==> config.mk <==
export PLATFORM = sky130hd
export DESIGN_NAME = flash_seq_ctrl
export DESIGN_NICKNAME = d
export VERILOG_FILES = /design/src/rtl/flash_seq_pkg.sv /design/src/rtl/flash_dwell_timer.sv /design/src/rtl/flash_access_guard.sv /design/src/rtl/flash_seq_ctrl.sv
export SDC_FILE = /design/constraint.sdc
export NUM_CORES = 1
export LEC_CHECK = 0
export BUFFER_PORTS_ARGS = -buffer_cell sky130_fd_sc_hd__buf_4
export CAP_MARGIN = 30
export CORE_ASPECT_RATIO = 1.25
export CORE_MARGIN = 5
export CORE_UTILIZATION = 56
export DETAILED_ROUTE_END_ITERATION = 6
export PLACE_DENSITY_LB_ADDON = 0.25
export SLEW_MARGIN = 0
export SYNTH_ARGS = -nofsm -noshare
export SYNTH_HDL_FRONTEND = slang
export SYNTH_SLANG_ARGS = --single-unit
==> constraint.sdc <==
create_clock -name clk -period 3.4 [get_ports clk]
set_input_delay 0.17 -clock clk [delete_from_list [all_inputs] [get_ports clk]]
set_output_delay 0.17 -clock clk [all_outputs]
set_load 0.005 [all_outputs]
==> src/rtl/flash_seq_pkg.sv <==
package flash_seq_pkg;

  typedef enum logic [1:0] {
    OP_ERASE_ALL = 2'd0,
    OP_ROW_START = 2'd1,
    OP_BYTE_WR   = 2'd2,
    OP_ROW_END   = 2'd3
  } cmd_op_e;

  typedef enum logic [3:0] {
    S_IDLE, S_E_SETUP, S_E_NVS, S_E_HOLD, S_E_NVH,
    S_P_SETUP, S_P_NVS, S_P_PGS, S_P_WAIT, S_P_CHK, S_P_PROG,
    S_P_NVH, S_RCV
  } seq_state_e;

  // Minimum dwell figures in microseconds
  localparam longint unsigned T_NVS_US   = 10;
  localparam longint unsigned T_PGS_US   = 5;
  localparam longint unsigned T_PROG_US  = 30;
  localparam longint unsigned T_NVH_US   = 100;
  localparam longint unsigned T_ERASE_US = 4000;
  localparam longint unsigned T_RCV_US   = 1;

  // Cycles covering a time, rounded up, never less than one
  function automatic longint unsigned dwell_cycles(longint unsigned hz,
                                                   longint unsigned us);
    longint unsigned c;
    c = (us * hz + 64'd999999) / 64'd1000000;
    return (c == 0) ? 64'd1 : c;
  endfunction

endpackage

==> src/rtl/flash_dwell_timer.sv <==
module flash_dwell_timer #(
  parameter int CW = 16
) (
  input  logic          clk,
  input  logic          rst_n,
  input  logic          load,
  input  logic [CW-1:0] load_val,
  output logic          expired
);
  logic [CW-1:0] cnt_q;

  always_ff @(posedge clk or negedge rst_n) begin
    if (!rst_n)          cnt_q <= '0;
    else if (load)       cnt_q <= load_val;
    else if (cnt_q != 0) cnt_q <= cnt_q - 1'b1;
  end

  assign expired = (cnt_q == '0);
endmodule

==> src/rtl/flash_access_guard.sv <==
module flash_access_guard #(
  parameter int AW = 16,
  parameter int RB = 5
) (
  input  logic [AW-1:0]  cmd_addr,
  input  logic [AW-RB-1:0] row_q,
  input  logic [7:0]     arr_rdata,
  input  logic [7:0]     prot_val,
  output logic           in_row,
  output logic           byte_blank,
  output logic           unprotected
);
  assign in_row      = (cmd_addr[AW-1:RB] == row_q);
  assign byte_blank  = (arr_rdata == 8'hFF);
  assign unprotected = (prot_val == 8'hFF);
endmodule

==> src/rtl/flash_seq_ctrl.sv <==
module flash_seq_ctrl #(
  parameter int unsigned CLK_HZ    = 8_000_000,
  parameter int          AW        = 16,
  parameter int          ROW_BYTES = 32
) (
  input  logic          clk,
  input  logic          rst_n,
  input  logic          cmd_valid,
  output logic          cmd_ready,
  input  logic [1:0]    cmd_op,
  input  logic [AW-1:0] cmd_addr,
  input  logic [7:0]    cmd_data,
  input  logic [7:0]    prot_val,
  input  logic [AW-1:0] rd_addr,
  output logic [7:0]    rd_data,
  output logic          busy,
  output logic          done,
  output logic          err,
  output logic          arr_erase,
  output logic          arr_mass,
  output logic          arr_pgm,
  output logic          arr_hven,
  output logic          arr_we,
  output logic [AW-1:0] arr_addr,
  output logic [7:0]    arr_wdata,
  input  logic [7:0]    arr_rdata
);
  import flash_seq_pkg::*;

  localparam int RB = $clog2(ROW_BYTES);
  localparam longint unsigned NVS_L   = dwell_cycles(CLK_HZ, T_NVS_US);
  localparam longint unsigned PGS_L   = dwell_cycles(CLK_HZ, T_PGS_US);
  localparam longint unsigned PROG_L  = dwell_cycles(CLK_HZ, T_PROG_US);
  localparam longint unsigned NVH_L   = dwell_cycles(CLK_HZ, T_NVH_US);
  localparam longint unsigned ERASE_L = dwell_cycles(CLK_HZ, T_ERASE_US);
  localparam longint unsigned RCV_L   = dwell_cycles(CLK_HZ, T_RCV_US);
  localparam int CW = $clog2(ERASE_L + 1);
  localparam logic [CW-1:0] NVS_C   = CW'(NVS_L);
  localparam logic [CW-1:0] PGS_C   = CW'(PGS_L);
  localparam logic [CW-1:0] PROG_C  = CW'(PROG_L);
  localparam logic [CW-1:0] NVH_C   = CW'(NVH_L);
  localparam logic [CW-1:0] ERASE_C = CW'(ERASE_L);
  localparam logic [CW-1:0] RCV_C   = CW'(RCV_L);

  seq_state_e state_q, state_n;
  logic erase_q, erase_n, pgm_q, pgm_n, hven_q, hven_n;
  logic done_q, done_n, err_q, err_n;
  logic [AW-1:0] addr_q, addr_n;
  logic [7:0] data_q, data_n;
  logic [AW-RB-1:0] row_q, row_n;
  logic tmr_load, tmr_expired, we_c, accept;
  logic [CW-1:0] tmr_val;
  logic in_row, byte_blank, unprotected;

  flash_dwell_timer #(.CW(CW)) u_timer (
    .clk(clk), .rst_n(rst_n), .load(tmr_load), .load_val(tmr_val),
    .expired(tmr_expired)
  );

  flash_access_guard #(.AW(AW), .RB(RB)) u_guard (
    .cmd_addr(cmd_addr), .row_q(row_q), .arr_rdata(arr_rdata),
    .prot_val(prot_val), .in_row(in_row), .byte_blank(byte_blank),
    .unprotected(unprotected)
  );

  assign cmd_ready = (state_q == S_IDLE) || (state_q == S_P_WAIT);
  assign accept    = cmd_valid && cmd_ready;

  always_comb begin
    state_n = state_q;
    erase_n = erase_q;
    pgm_n   = pgm_q;
    hven_n  = hven_q;
    done_n  = done_q;
    err_n   = err_q;
    addr_n  = addr_q;
    data_n  = data_q;
    row_n   = row_q;
    tmr_load = 1'b0;
    tmr_val  = '0;
    we_c     = 1'b0;
    if (cmd_valid && !cmd_ready) err_n = 1'b1;
    unique case (state_q)
      S_IDLE: if (accept) begin
        unique case (cmd_op_e'(cmd_op))
          OP_ERASE_ALL: begin
            done_n = 1'b0;
            if (!unprotected) err_n = 1'b1;
            else begin
              err_n   = 1'b0;
              erase_n = 1'b1;
              addr_n  = cmd_addr;
              state_n = S_E_SETUP;
            end
          end
          OP_ROW_START: begin
            done_n  = 1'b0;
            err_n   = 1'b0;
            pgm_n   = 1'b1;
            addr_n  = cmd_addr;
            row_n   = cmd_addr[AW-1:RB];
            state_n = S_P_SETUP;
          end
          default: err_n = 1'b1;
        endcase
      end
      S_E_SETUP: begin
        we_c = 1'b1; tmr_load = 1'b1; tmr_val = NVS_C; state_n = S_E_NVS;
      end
      S_E_NVS: if (tmr_expired) begin
        hven_n = 1'b1; tmr_load = 1'b1; tmr_val = ERASE_C; state_n = S_E_HOLD;
      end
      S_E_HOLD: if (tmr_expired) begin
        erase_n = 1'b0; tmr_load = 1'b1; tmr_val = NVH_C; state_n = S_E_NVH;
      end
      S_E_NVH: if (tmr_expired) begin
        hven_n = 1'b0; tmr_load = 1'b1; tmr_val = RCV_C; state_n = S_RCV;
      end
      S_P_SETUP: begin
        we_c = 1'b1; tmr_load = 1'b1; tmr_val = NVS_C; state_n = S_P_NVS;
      end
      S_P_NVS: if (tmr_expired) begin
        hven_n = 1'b1; tmr_load = 1'b1; tmr_val = PGS_C; state_n = S_P_PGS;
      end
      S_P_PGS: if (tmr_expired) state_n = S_P_WAIT;
      S_P_WAIT: if (accept) begin
        unique case (cmd_op_e'(cmd_op))
          OP_BYTE_WR: begin
            if (in_row) begin
              addr_n  = cmd_addr;
              data_n  = cmd_data;
              state_n = S_P_CHK;
            end else begin
              err_n = 1'b1; pgm_n = 1'b0;
              tmr_load = 1'b1; tmr_val = PGS_C; state_n = S_P_NVH;
            end
          end
          OP_ROW_END: begin
            pgm_n = 1'b0; tmr_load = 1'b1; tmr_val = PGS_C; state_n = S_P_NVH;
          end
          default: err_n = 1'b1;
        endcase
      end
      S_P_CHK: begin
        if (byte_blank) begin
          we_c = 1'b1; tmr_load = 1'b1; tmr_val = PROG_C; state_n = S_P_PROG;
        end else begin
          err_n = 1'b1; pgm_n = 1'b0;
          tmr_load = 1'b1; tmr_val = PGS_C; state_n = S_P_NVH;
        end
      end
      S_P_PROG: if (tmr_expired) state_n = S_P_WAIT;
      S_P_NVH: if (tmr_expired) begin
        hven_n = 1'b0; tmr_load = 1'b1; tmr_val = RCV_C; state_n = S_RCV;
      end
      S_RCV: if (tmr_expired) begin
        done_n = 1'b1; state_n = S_IDLE;
      end
      default: state_n = S_IDLE;
    endcase
  end

  always_ff @(posedge clk or negedge rst_n) begin
    if (!rst_n) begin
      state_q <= S_IDLE;
      erase_q <= 1'b0;
      pgm_q   <= 1'b0;
      hven_q  <= 1'b0;
      done_q  <= 1'b0;
      err_q   <= 1'b0;
      addr_q  <= '0;
      data_q  <= 8'hFF;
      row_q   <= '0;
    end else begin
      state_q <= state_n;
      erase_q <= erase_n;
      pgm_q   <= pgm_n;
      hven_q  <= hven_n;
      done_q  <= done_n;
      err_q   <= err_n;
      addr_q  <= addr_n;
      data_q  <= data_n;
      row_q   <= row_n;
    end
  end

  assign busy      = (state_q != S_IDLE);
  assign done      = done_q;
  assign err       = err_q;
  assign arr_erase = erase_q;
  assign arr_mass  = erase_q;
  assign arr_pgm   = pgm_q;
  assign arr_hven  = hven_q;
  assign arr_we    = we_c;
  assign arr_addr  = (state_q == S_IDLE) ? rd_addr : addr_q;
  assign arr_wdata = data_q;
  assign rd_data   = (state_q == S_IDLE) ? arr_rdata : 8'hFF;
endmodule

# ---- After elaboration in Yosys (flattened, before gate mapping)
# Index checks and enable logic that the tools add are counted.
dict set report word_totals {
  ff_bits 59
}
dict set report op_classes {
  reduce_logical 30
  eq_ne 38
  add_sub_neg 1
  n_mux 67
}
# op count
set op_table {}
lappend op_table {{15-bit case mux with 7 select lines} 1}
lappend op_table {{16-bit 2-to-1 mux} 6}
lappend op_table {{16-bit case mux with 2 select lines} 2}
lappend op_table {{15-bit 2-to-1 mux} 3}
lappend op_table {{4-bit case mux with 11 select lines} 1}
lappend op_table {{4-bit 2-to-1 mux} 10}
lappend op_table {{1-bit 2-to-1 mux} 23}
lappend op_table {{4-bit equality test, second input constant} 5}
lappend op_table {{2-bit != test, second input constant} 10}
lappend op_table {{6-bit 2-to-1 mux} 3}
lappend op_table {{4-bit by 3-bit equality test with 1-bit output, second input constant} 4}
lappend op_table {{8-bit equality test, second input constant} 2}
lappend op_table {{8-bit 2-to-1 mux} 2}
lappend op_table {{1-bit case mux with 2 select lines} 8}
lappend op_table {{4-bit case mux with 2 select lines} 2}
lappend op_table {{15-bit zero test} 1}
lappend op_table {{15-bit nonzero test} 1}
lappend op_table {{15-bit by 1-bit subtractor with 15-bit output, second input constant} 1}
lappend op_table {{7-bit AND reduction} 2}
lappend op_table {{2-bit by 1-bit != test with 1-bit output, second input constant} 6}
lappend op_table {{6-bit case mux with 2 select lines} 1}
lappend op_table {{11-bit equality test} 1}
lappend op_table {{11-bit AND reduction} 1}
lappend op_table {{10-bit 2-to-1 mux} 1}
lappend op_table {{22 further kinds} 39}

# ---- Depth between registers and ports, before layout
# Gate-level depths: netlist of the first run.
dict set report logic_depth {
  ltp_word 9
  ltp_mapped 8
}

# ---- Cells and area by module
# Synthesis of the first run repeated with hierarchy kept, for this count alone.
dict set report hier_totals {
  cells_unflattened 336
  area_unflattened_um2 3497.1
}
# mod area_per_inst_um2 seq_area_each_um2 cells_each instances
set by_module_without_submodules {}
lappend by_module_without_submodules {flash_seq_ctrl 2463.6 1111.1 225 1}
lappend by_module_without_submodules {flash_dwell_timer 877.1 375.4 90 1}
lappend by_module_without_submodules {flash_access_guard 156.4 0.0 21 1}

# ---- Least setup slack after synthesis of the first run
# No wires, ideal clock.
dict set report synth_timing {
  path_kind {register to register}
  startpoint {reg row_q[1]}
  endpoint {reg addr_q[0]}
  t_required_ns 3.275
  path_slack_ns 1.201
  stages_incl_launch_ff 8
  arrival_time_ns 2.074
  setup_ns 0.125
  period_less_slack_ns 2.199
  cell_sequence {dfrtp_1 -> xor2_1 -> nor4_1 -> and3_1 -> nand2_2 -> a221oi_4 -> buf_12 -> mux2_4}
}
dict set report synth_between {
  elab_chain_cells 3
}
# element line
set synth_lines {}
lappend synth_lines {{start: declaration} flash_seq_ctrl.sv:50} ;# logic [AW-RB-1:0] row_q, row_n;
lappend synth_lines {{start signal: assignment} flash_seq_ctrl.sv:183} ;# row_q <= row_n;
lappend synth_lines {{11-bit equality test} flash_access_guard.sv:13} ;# assign in_row = (cmd_addr[AW-1:RB] == row_q);
lappend synth_lines {{2-bit != test (no line)} -}
lappend synth_lines {{7-bit AND reduction (no line)} -}
lappend synth_lines {{end signal: assignment} flash_seq_ctrl.sv:181} ;# addr_q <= addr_n;
lappend synth_lines {{end: declaration} flash_seq_ctrl.sv:48} ;# logic [AW-1:0] addr_q, addr_n;
# No other way between the ends.
# A chain may end at the register's enable or synchronous reset.

# ---- Worst setup path after layout of the first run
dict set report layout_timing {
  startpoint {reg state_q[2]}
  endpoint {reg state_q[3]}
}
dict set report layout_between {
  elab_chain_cells 5
}
# element line
set layout_lines {}
lappend layout_lines {{start: declaration} flash_seq_ctrl.sv:45} ;# seq_state_e state_q, state_n;
lappend layout_lines {{start signal: assignment} flash_seq_ctrl.sv:175} ;# state_q <= state_n;
lappend layout_lines {{4-bit equality test / 4-bit zero test (equally long branches)} {flash_seq_ctrl.sv:66, flash_seq_ctrl.sv:83}}
lappend layout_lines {{1-bit logical OR} flash_seq_ctrl.sv:66} ;# assign cmd_ready = (state_q == S_IDLE) || (state_q == S_P_WAIT);
lappend layout_lines {{1-bit logical AND} flash_seq_ctrl.sv:67} ;# assign accept = cmd_valid && cmd_ready;
lappend layout_lines {{2-bit != test (no line)} -}
lappend layout_lines {{11-bit AND reduction (no line)} -}
# Parallel ways exist; a longest one is shown, timed or not.

==> results summary, run 1 <==
The estimated wirelength of the detail-placed design is 6700 um. The worst min-delay path endpoint is addr_q[2]. The placement-stage worst setup slack came out at 0.870 ns.

The die outline height came out at 97.6 um. In this run the cell area measured after placement is 0.00426 sq mm. The synthesized instance count is 355.

For this run, the slowest stage of the critical path takes 0.58 ns. The part of the power in the clock network came out at 0.171. The final setup TNS is 0 ns.

Setup repair after global routing left no endpoint under its margin. The DRC marker count from the first detailed-route iteration is 339. The number of nets in the finished design is 520. The area of the die came out at 0.00782 sq mm.

The worst register-to-register path begins at state_q[2]. The cell with the biggest individual delay on the critical path is sky130_fd_sc_hd__dfrtp_1. Headroom to the max-slew limit came out at 0.427. The standard-cell row count came out at 32.

The clock period minus worst slack came out at 2.56 ns. The endpoint identified for the worst register-to-register timing path is state_q[3]. The internal power of the cells totals 2.24 mW.

In this run the count of I/O pins placed on the die edge is 102. The most used flip-flop cell after synthesis is sky130_fd_sc_hd__dfrtp_1. The detailed-route vias per instance came out at 5.49. The library cells used most frequently in the layout, excluding fill and tap cells, are 108 x sky130_fd_sc_hd__buf_4, 71 x sky130_fd_sc_hd__nand2_1, 51 x sky130_fd_sc_hd__dfrtp_1. The first global-routing pass estimated 14600 um of wire.

The number of nets with antenna violations after routing came out at 0. The largest net degree at the start of global routing came out at 60. In this run the deepest clock path goes through 2 buffers. TritonCTS built the clock tree. The share of the clock period used by the worst path after layout is 0.754.

The transition time of the tightest slew-check pin came out at 0.848 ns. The global-route usage over all layers came out at 0.235. In this run the most critical hold path is launched from cmd_addr[2]. The portion of the post-synthesis area used by sequential elements came out at 0.432.

By startpoint and endpoint, the worst setup path is classified as register to register. The via count of the first global-routing pass was 3155. The worst-case IR drop observed on VDD is 0.525 mV. At the end of routability-driven placement, the weighted congestion stood at 0.868. The initial cell density of the core is 0.565. The max-cap violation count is 0. Of the cells placed in the final design, the portion with a size suffix greater than 1 is 0.387. The run finished with clean final reports. The post-route clock skew is 0.00668 ns. The number of cells on the worst reg-to-reg path is 7. Clock-pin slew was measured on the worst setup and hold paths at 0.06 ns.

STA classifies the critical path endpoint as a register. The average wire per cell in the routed design came out at 15.9 um. The signal on the critical path passes through nor4_2 > inv_1 > buf_4 > nor4_1 > a221oi_4 > nand2_1 > mux2_2. After synthesis the cells add up to 0.00344 sq mm.

The final-report hold violation count is 0. The H-tree was split into 3 levels. The total wire length after detailed routing came out at 8720 um. The worst path meets setup with 0.835 ns of slack. The post-synth net total came out at 417.

The arrival time reported for the critical path endpoint came out at 2.79 ns. The share of total power dissipated in sequential elements is 0.347. The switching power as a share of total power is 0.381. Counting instances, the worst hold path has a depth of 2.

STA puts the critical path data required time at 3.63 ns. The worst-case register-to-register setup slack is 0.84 ns. The count of final max-slew check failures is 0. The cell depth of the worst setup path is 7. Of the total power, combinational logic draws 0.482. Across all hold checks on the routed design, the worst slack comes to 0.0628 ns. After routing the design area is 0.00447 sq mm.

The latest clock arrival within the worst-skew pair is 0.34 ns. The global-route congestion overflow total came out at 0. Dividing total power by cell area gives a power density of 811 mW/mm^2.

The number of warnings printed during yosys synthesis came out at 0. The number of distinct standard cells referenced by the synthesized netlist is 53. The maximum operating frequency is 390 MHz. The number of clock buffers inserted by TritonCTS is 9. The reported net switching power came out at 1.38 mW. The async set or reset register ratio after synthesis came out at 1.00.

The worst setup path is launched from a register. The number of buffers and inverters on the critical path came out at 2. The number of flops mapped to enable cells by yosys is 0. The number of antenna violations at the first check in global routing is 0. The fill cell instance count of the final layout is 483. The path class of the tightest hold or removal check is primary input to register. In this design, the largest share of critical-path delay is due to simple AND/OR/NAND/NOR gates.

The synthesis-to-finish area growth came out at 30.0%. The count of input and output buffers is 101. In this run the clock root is driven by a sky130_fd_sc_hd__clkbuf_8. The cell leakage power is 2.13 nW. The synthesized design contains 59 register bits.

Leaving out fill and tap cells, the most frequent cell in the layout is sky130_fd_sc_hd__buf_4. The count of final setup violators came out at 0. A synthesized cell averages 9.69 sq um. The number of clock sinks came out at 59. The largest fanout on the critical path is 21. The area of the core is 0.00609 sq mm.

The number of vias in the routed layout is 3008. The detailed-routing iteration count for the pre-antenna-repair pass came out at 4. The die boundary width came out at 80.1 um. The timing startpoint of the critical path is state_q[2]. The repair_antennas step left the layout with diodes totalling 0. The number of DRC violations after detailed routing is 0.
==> per-stage QoR <==
step / cells / power [mW] / util
2_1_floorplan: 355 / 2.39 / -
3_3_place_gp: 531 / 2.93 / 0.700
3_5_place_dp: 531 / 3.01 / 0.700
4_1_cts: 548 / 3.65 / 0.735
5_1_grt: 548 / 3.90 / 0.735
6_report: 548 / 3.63 / 0.735
==> worst reg2reg max path: cells and delay by family (launching register included) <==
family,cells,cell delay [ns]
mux,1,0.33
simple gates,3,1.09
flops,1,0.58
buf+inv,2,0.34
compound gates,1,0.11
==> flip-flops by register name (all words and copies together), names as in the netlist <==
| register | flops |
|---|---|
| addr_q | 16 |
| arr_erase | 1 |
| arr_hven | 1 |
| arr_pgm | 1 |
| arr_wdata | 8 |
| done | 1 |
| err | 1 |
| row_q | 11 |
| state_q | 4 |
| u_timer.cnt_q | 15 |
==> final cells by class <==
class | instances | area [sq um] | area share
well taps | 85 | 106 | 0.0238
inverters | 8 | 30.0 | 0.00671
flip-flops and latches | 59 | 1490 | 0.332
clock buffers | 15 | 196 | 0.0439
multi-input cells | 271 | 1830 | 0.409
repair buffers | 109 | 821 | 0.183
clock inverters | 1 | 5.00 | 0.00112
==> cell families (layout without fill, tap and decap cells) <==
kind of cell    count (synthesis)  count (layout)  share of synthesized area
compound gates                 50              50                      0.104
xor+xnor                       26              26                     0.0662
fa+ha+maj                       1               1                    0.00364
buf+inv                        25             133                     0.0382
flops                          59              59                      0.432
mux                            37              37                      0.132
simple gates                  157             157                      0.224
==> routing by layer <==
| metal | global-route usage | vias up | wire, um |
|---|---|---|---|
| met1 | 0.267 | 1450 | 3290 |
| met2 | 0.423 | 94 | 4860 |
| li1 | - | 1438 | - |
| met4 | 0.0871 | 0 | 197 |
| met5 | 0 | - | 0 |
| met3 | 0.0473 | 26 | 369 |
==> synth_stat cells (all sizes together), types with 2 or more instances <==
cell type,n,area share
nor2b,3,0.0055
or3,2,0.0036
a21oi,9,0.014
and3,2,0.0036
a211oi,2,0.0044
o21ai,12,0.017
o22ai,4,0.0073
buf,6,0.017
a31oi,8,0.015
a221oi,2,0.015
nor4,9,0.023
inv,8,0.0087
nand3,6,0.0087
o2111ai,3,0.0076
nand2,72,0.079
nor3b,4,0.012
nand2b,11,0.020
dfstp,8,0.061
nor2,28,0.031
nor3,9,0.015
nand4,7,0.015
clkbuf,11,0.012
o21bai,3,0.0065
xor2,16,0.041
mux2,36,0.13
dfrtp,51,0.37
xnor2,10,0.025
==> what timing repair did <==
| action | in CTS | in global routing |
|---|---|---|
| hold buffers | 1 | 0 |
| resized for setup | 0 | 0 |
| hold endpoints to repair | 51 | 0 |
| endpoints found under the setup margin | 0 | 0 |
| setup buffers | 0 | 0 |
==> how the worst max path moves through the flow <==
stage                 end  slack (ns)
4_1_cts         addr_q[5]        0.86
6_report       state_q[3]        0.84
5_1_grt        state_q[3]        0.69
3_3_place_gp    addr_q[4]        0.91
3_5_place_dp    addr_q[3]        0.87
2_1_floorplan   addr_q[0]        1.20
==> power by group through the flow <==
stage | Combinational, mW | Sequential [mW] | Clock [mW]
after global routing | 1.93 | 1.30 | 0.666
after CTS | 1.76 | 1.25 | 0.635
after global placement | 1.69 | 1.24 | 0
final | 1.75 | 1.26 | 0.622
after detailed placement | 1.76 | 1.26 | 0
after floorplan | 1.23 | 1.15 | 0
Power figures use the tool's default switching activity.
==> inputs of run 2 (changes only) <==
Settings changed: CORE_UTILIZATION 56 to 52.
Clock period 3.4 ns to 2.4 ns, I/O delays scaled along.
==> results summary, run 2 (same netlist as run 1, synthesis figures left out) <==
The DRC marker count from the first detailed-route iteration is 213. The I/O pin count came out at 102. The min-delay analysis places its worst path in the category primary input to register. The antenna diode instance count is 0. The detailed-route vias per instance came out at 5.34. The largest fanout on the critical path is 16.

Static timing analysis puts the maximum clock frequency at 449 MHz. The share of the clock period used by the worst path after layout came out at 0.929. The worst setup path is captured at a register.

Total power for the finished layout comes to 5.38 mW. The die boundary width is 82.7 um. The total wire length after detailed routing came out at 8970 um.

The average wire per cell in the routed design is 15.7 um. The power per cell area came out at 1140 mW/mm^2. The global-route usage over all layers came out at 0.227.

The initial cell density of the core is 0.527. The clock transition time at the flip-flop clock pins of the worst setup and hold paths came out at 0.07 ns. The depth of the CTS H-tree is 3.

The via count of the first global-routing pass came out at 3079. The total overflow left after global routing is 0. The endpoint required time on the critical path is 2.63 ns. The relative max-transition margin came out at 0.515. The final-report hold violation count came out at 0. The placer congestion estimate is 0.907. The area of the core came out at 0.00652 sq mm. The library cell used most frequently in the layout, excluding fill and tap cells, is sky130_fd_sc_hd__buf_4.

The max-cap violation count came out at 0. Counting the buffers created by CTS gives 9. The arrival time reported for the critical path endpoint came out at 2.45 ns.

The count of final max-slew check failures was 0. The worst stage delay on the critical path is 0.38 ns. The area of the die came out at 0.00835 sq mm. After detailed routing, the number of remaining DRC violations is 0. The share of layout cells above drive strength 1 came out at 0.391. The flip-flop count of the largest register, all copies and words added came out at 16. The signal on the critical path passes through xor2_1 > nor4_1 > buf_4 > and3_1 > nand2_2 > a221oi_4 > buf_12 > mux2_2. In the final layout, the registers with the most flip-flops are addr_q x16, u_timer.cnt_q x15, row_q x11. Among all stages on the critical path, the largest delay is contributed by sky130_fd_sc_hd__dfrtp_1. The number of nets with antenna violations after routing came out at 0. The standard-cell row count came out at 33.

The fill cell instance count of the final layout is 529. The maximum resistive drop on vdd came out at 0.644 mV. The final layout contains 540 nets.

The estimated wirelength of the detail-placed design is 6550 um. The top cell types in the final layout, fill and taps aside, are 116 x sky130_fd_sc_hd__buf_4, 71 x sky130_fd_sc_hd__nand2_1, 51 x sky130_fd_sc_hd__dfrtp_1. The largest net degree at the start of global routing is 60. The number of vias in the routed layout is 3041. The TritonCTS clock tree is built. The maximum root-to-sink buffer count is 2. The worst setup path is launched from a register. The detailed-routing iteration count for the pre-antenna-repair pass came out at 4. The register cell area after layout is 0.00149 sq mm.

The synthesis-to-finish area growth is 37.0%. For this design the static power due to leakage is 2.24 nW. The latest clock arrival within the worst-skew pair is 0.35 ns.

The total area of multi-input combinational cells is 0.00185 sq mm. The count of final setup violators is 0. The tree is rooted in a sky130_fd_sc_hd__clkbuf_8. The number of antenna violations at the first check in global routing is 0. The count of input and output buffers came out at 101. Counting flops per register, the top entry is addr_q. The die outline height is 101 um.

At the pin with the least slew margin, the transition time is 0.727 ns. The global-route wire length before repair came out at 14400 um. The final setup TNS is 0 ns.

The clock drives 59 sinks. The startpoint-to-endpoint class of the critical path is register to register. Setup repair after global routing left no endpoint under its margin.

The clock period minus worst slack is 2.23 ns. The post-route clock skew is 0.00902 ns. The run finished with clean final reports.
## run 2: cell count changes in the layout (fill, tap and decap cells not counted)
cell                            before  now
sky130_fd_sc_hd__clkinvlp_4          0    1
sky130_fd_sc_hd__buf_4             108  116
sky130_fd_sc_hd__clkbuf_8           14   11
sky130_fd_sc_hd__a21oi_2             1    0
sky130_fd_sc_hd__bufinv_16           0    2
sky130_fd_sc_hd__nor3b_2             2    1
sky130_fd_sc_hd__dlygate4sd3_1       1   12
sky130_fd_sc_hd__nor4_2              2    3
sky130_fd_sc_hd__buf_12              0    1
sky130_fd_sc_hd__nor3b_4             0    1
sky130_fd_sc_hd__nor4_1              6    5
sky130_fd_sc_hd__a21oi_4             0    1
## run 2: critical path: cells and delay by family, from the launching register on
kind,cells,cell delay (ns)
simple gates,3,0.58
buf+inv,2,0.39
flops,1,0.38
mux,1,0.34
compound gates,1,0.26
xor+xnor,1,0.16
## run 2: per-stage QoR
stage / utilization / area [sq um] / instances / worst slack [ns] / hold slack (ns)
6_report: 0.722 / 4710 / 570 / 0.171 / 0.0143
5_1_grt: 0.722 / 4710 / 570 / 0.0309 / 0.00839
4_1_cts: 0.719 / 4690 / 570 / 0.125 / 0.00203
3_5_place_dp: 0.666 / 4340 / 542 / 0.159 / 0.227
3_3_place_gp: 0.666 / 4340 / 542 / 0.195 / 0.217
2_1_floorplan: - / 3440 / 355 / 0.201 / -0.176
## run 2: what timing repair did
action | 4_1_cts | 5_1_grt
hold buffers | 12 | 0
endpoints found under the hold margin | 62 | 0
endpoints found under the setup margin | 0 | 6
setup buffers | 0 | 0
resized for setup | 0 | 3
## run 2: final timing paths
check / startpoint / end / slack (ns) / cells after the start
worst max-delay path: row_q[4] / addr_q[5] / 0.17 / 8
worst min-delay path: cmd_data[2] / arr_wdata[2] / 0.01 / 2
worst max register to register: row_q[4] / addr_q[5] / 0.17 / 8
worst min register to register: arr_pgm / arr_pgm / 0.50 / 1
max in group asynchronous: rst_n / u_timer.cnt_q[3] / 1.53 / 2
min in group asynchronous: rst_n / addr_q[5] / 0.39 / 2
## run 2: area by class of cell
cell class,count,share of cell area
multi-input cells,271,0.392
clock inverters,4,0.0154
well taps,87,0.0231
repair buffers,129,0.215
inverters,8,0.00637
clock buffers,12,0.0329
flip-flops and latches,59,0.315
## run 2: report_power, final
part	internal (mW)	switching (mW)	total, mW
Combinational	1.36	1.23	2.60
Clock	0.639	0.383	1.02
Sequential	1.39	0.377	1.76
Total	3.39	1.99	5.38
## run 2: per-layer routing
metal,vias to the layer above,GRT usage,routed length (um)
met5,-,0,0
met4,0,0.0918,182
met3,15,0.0447,397
met2,70,0.404,4880
met1,1473,0.259,3500
li1,1483,-,-
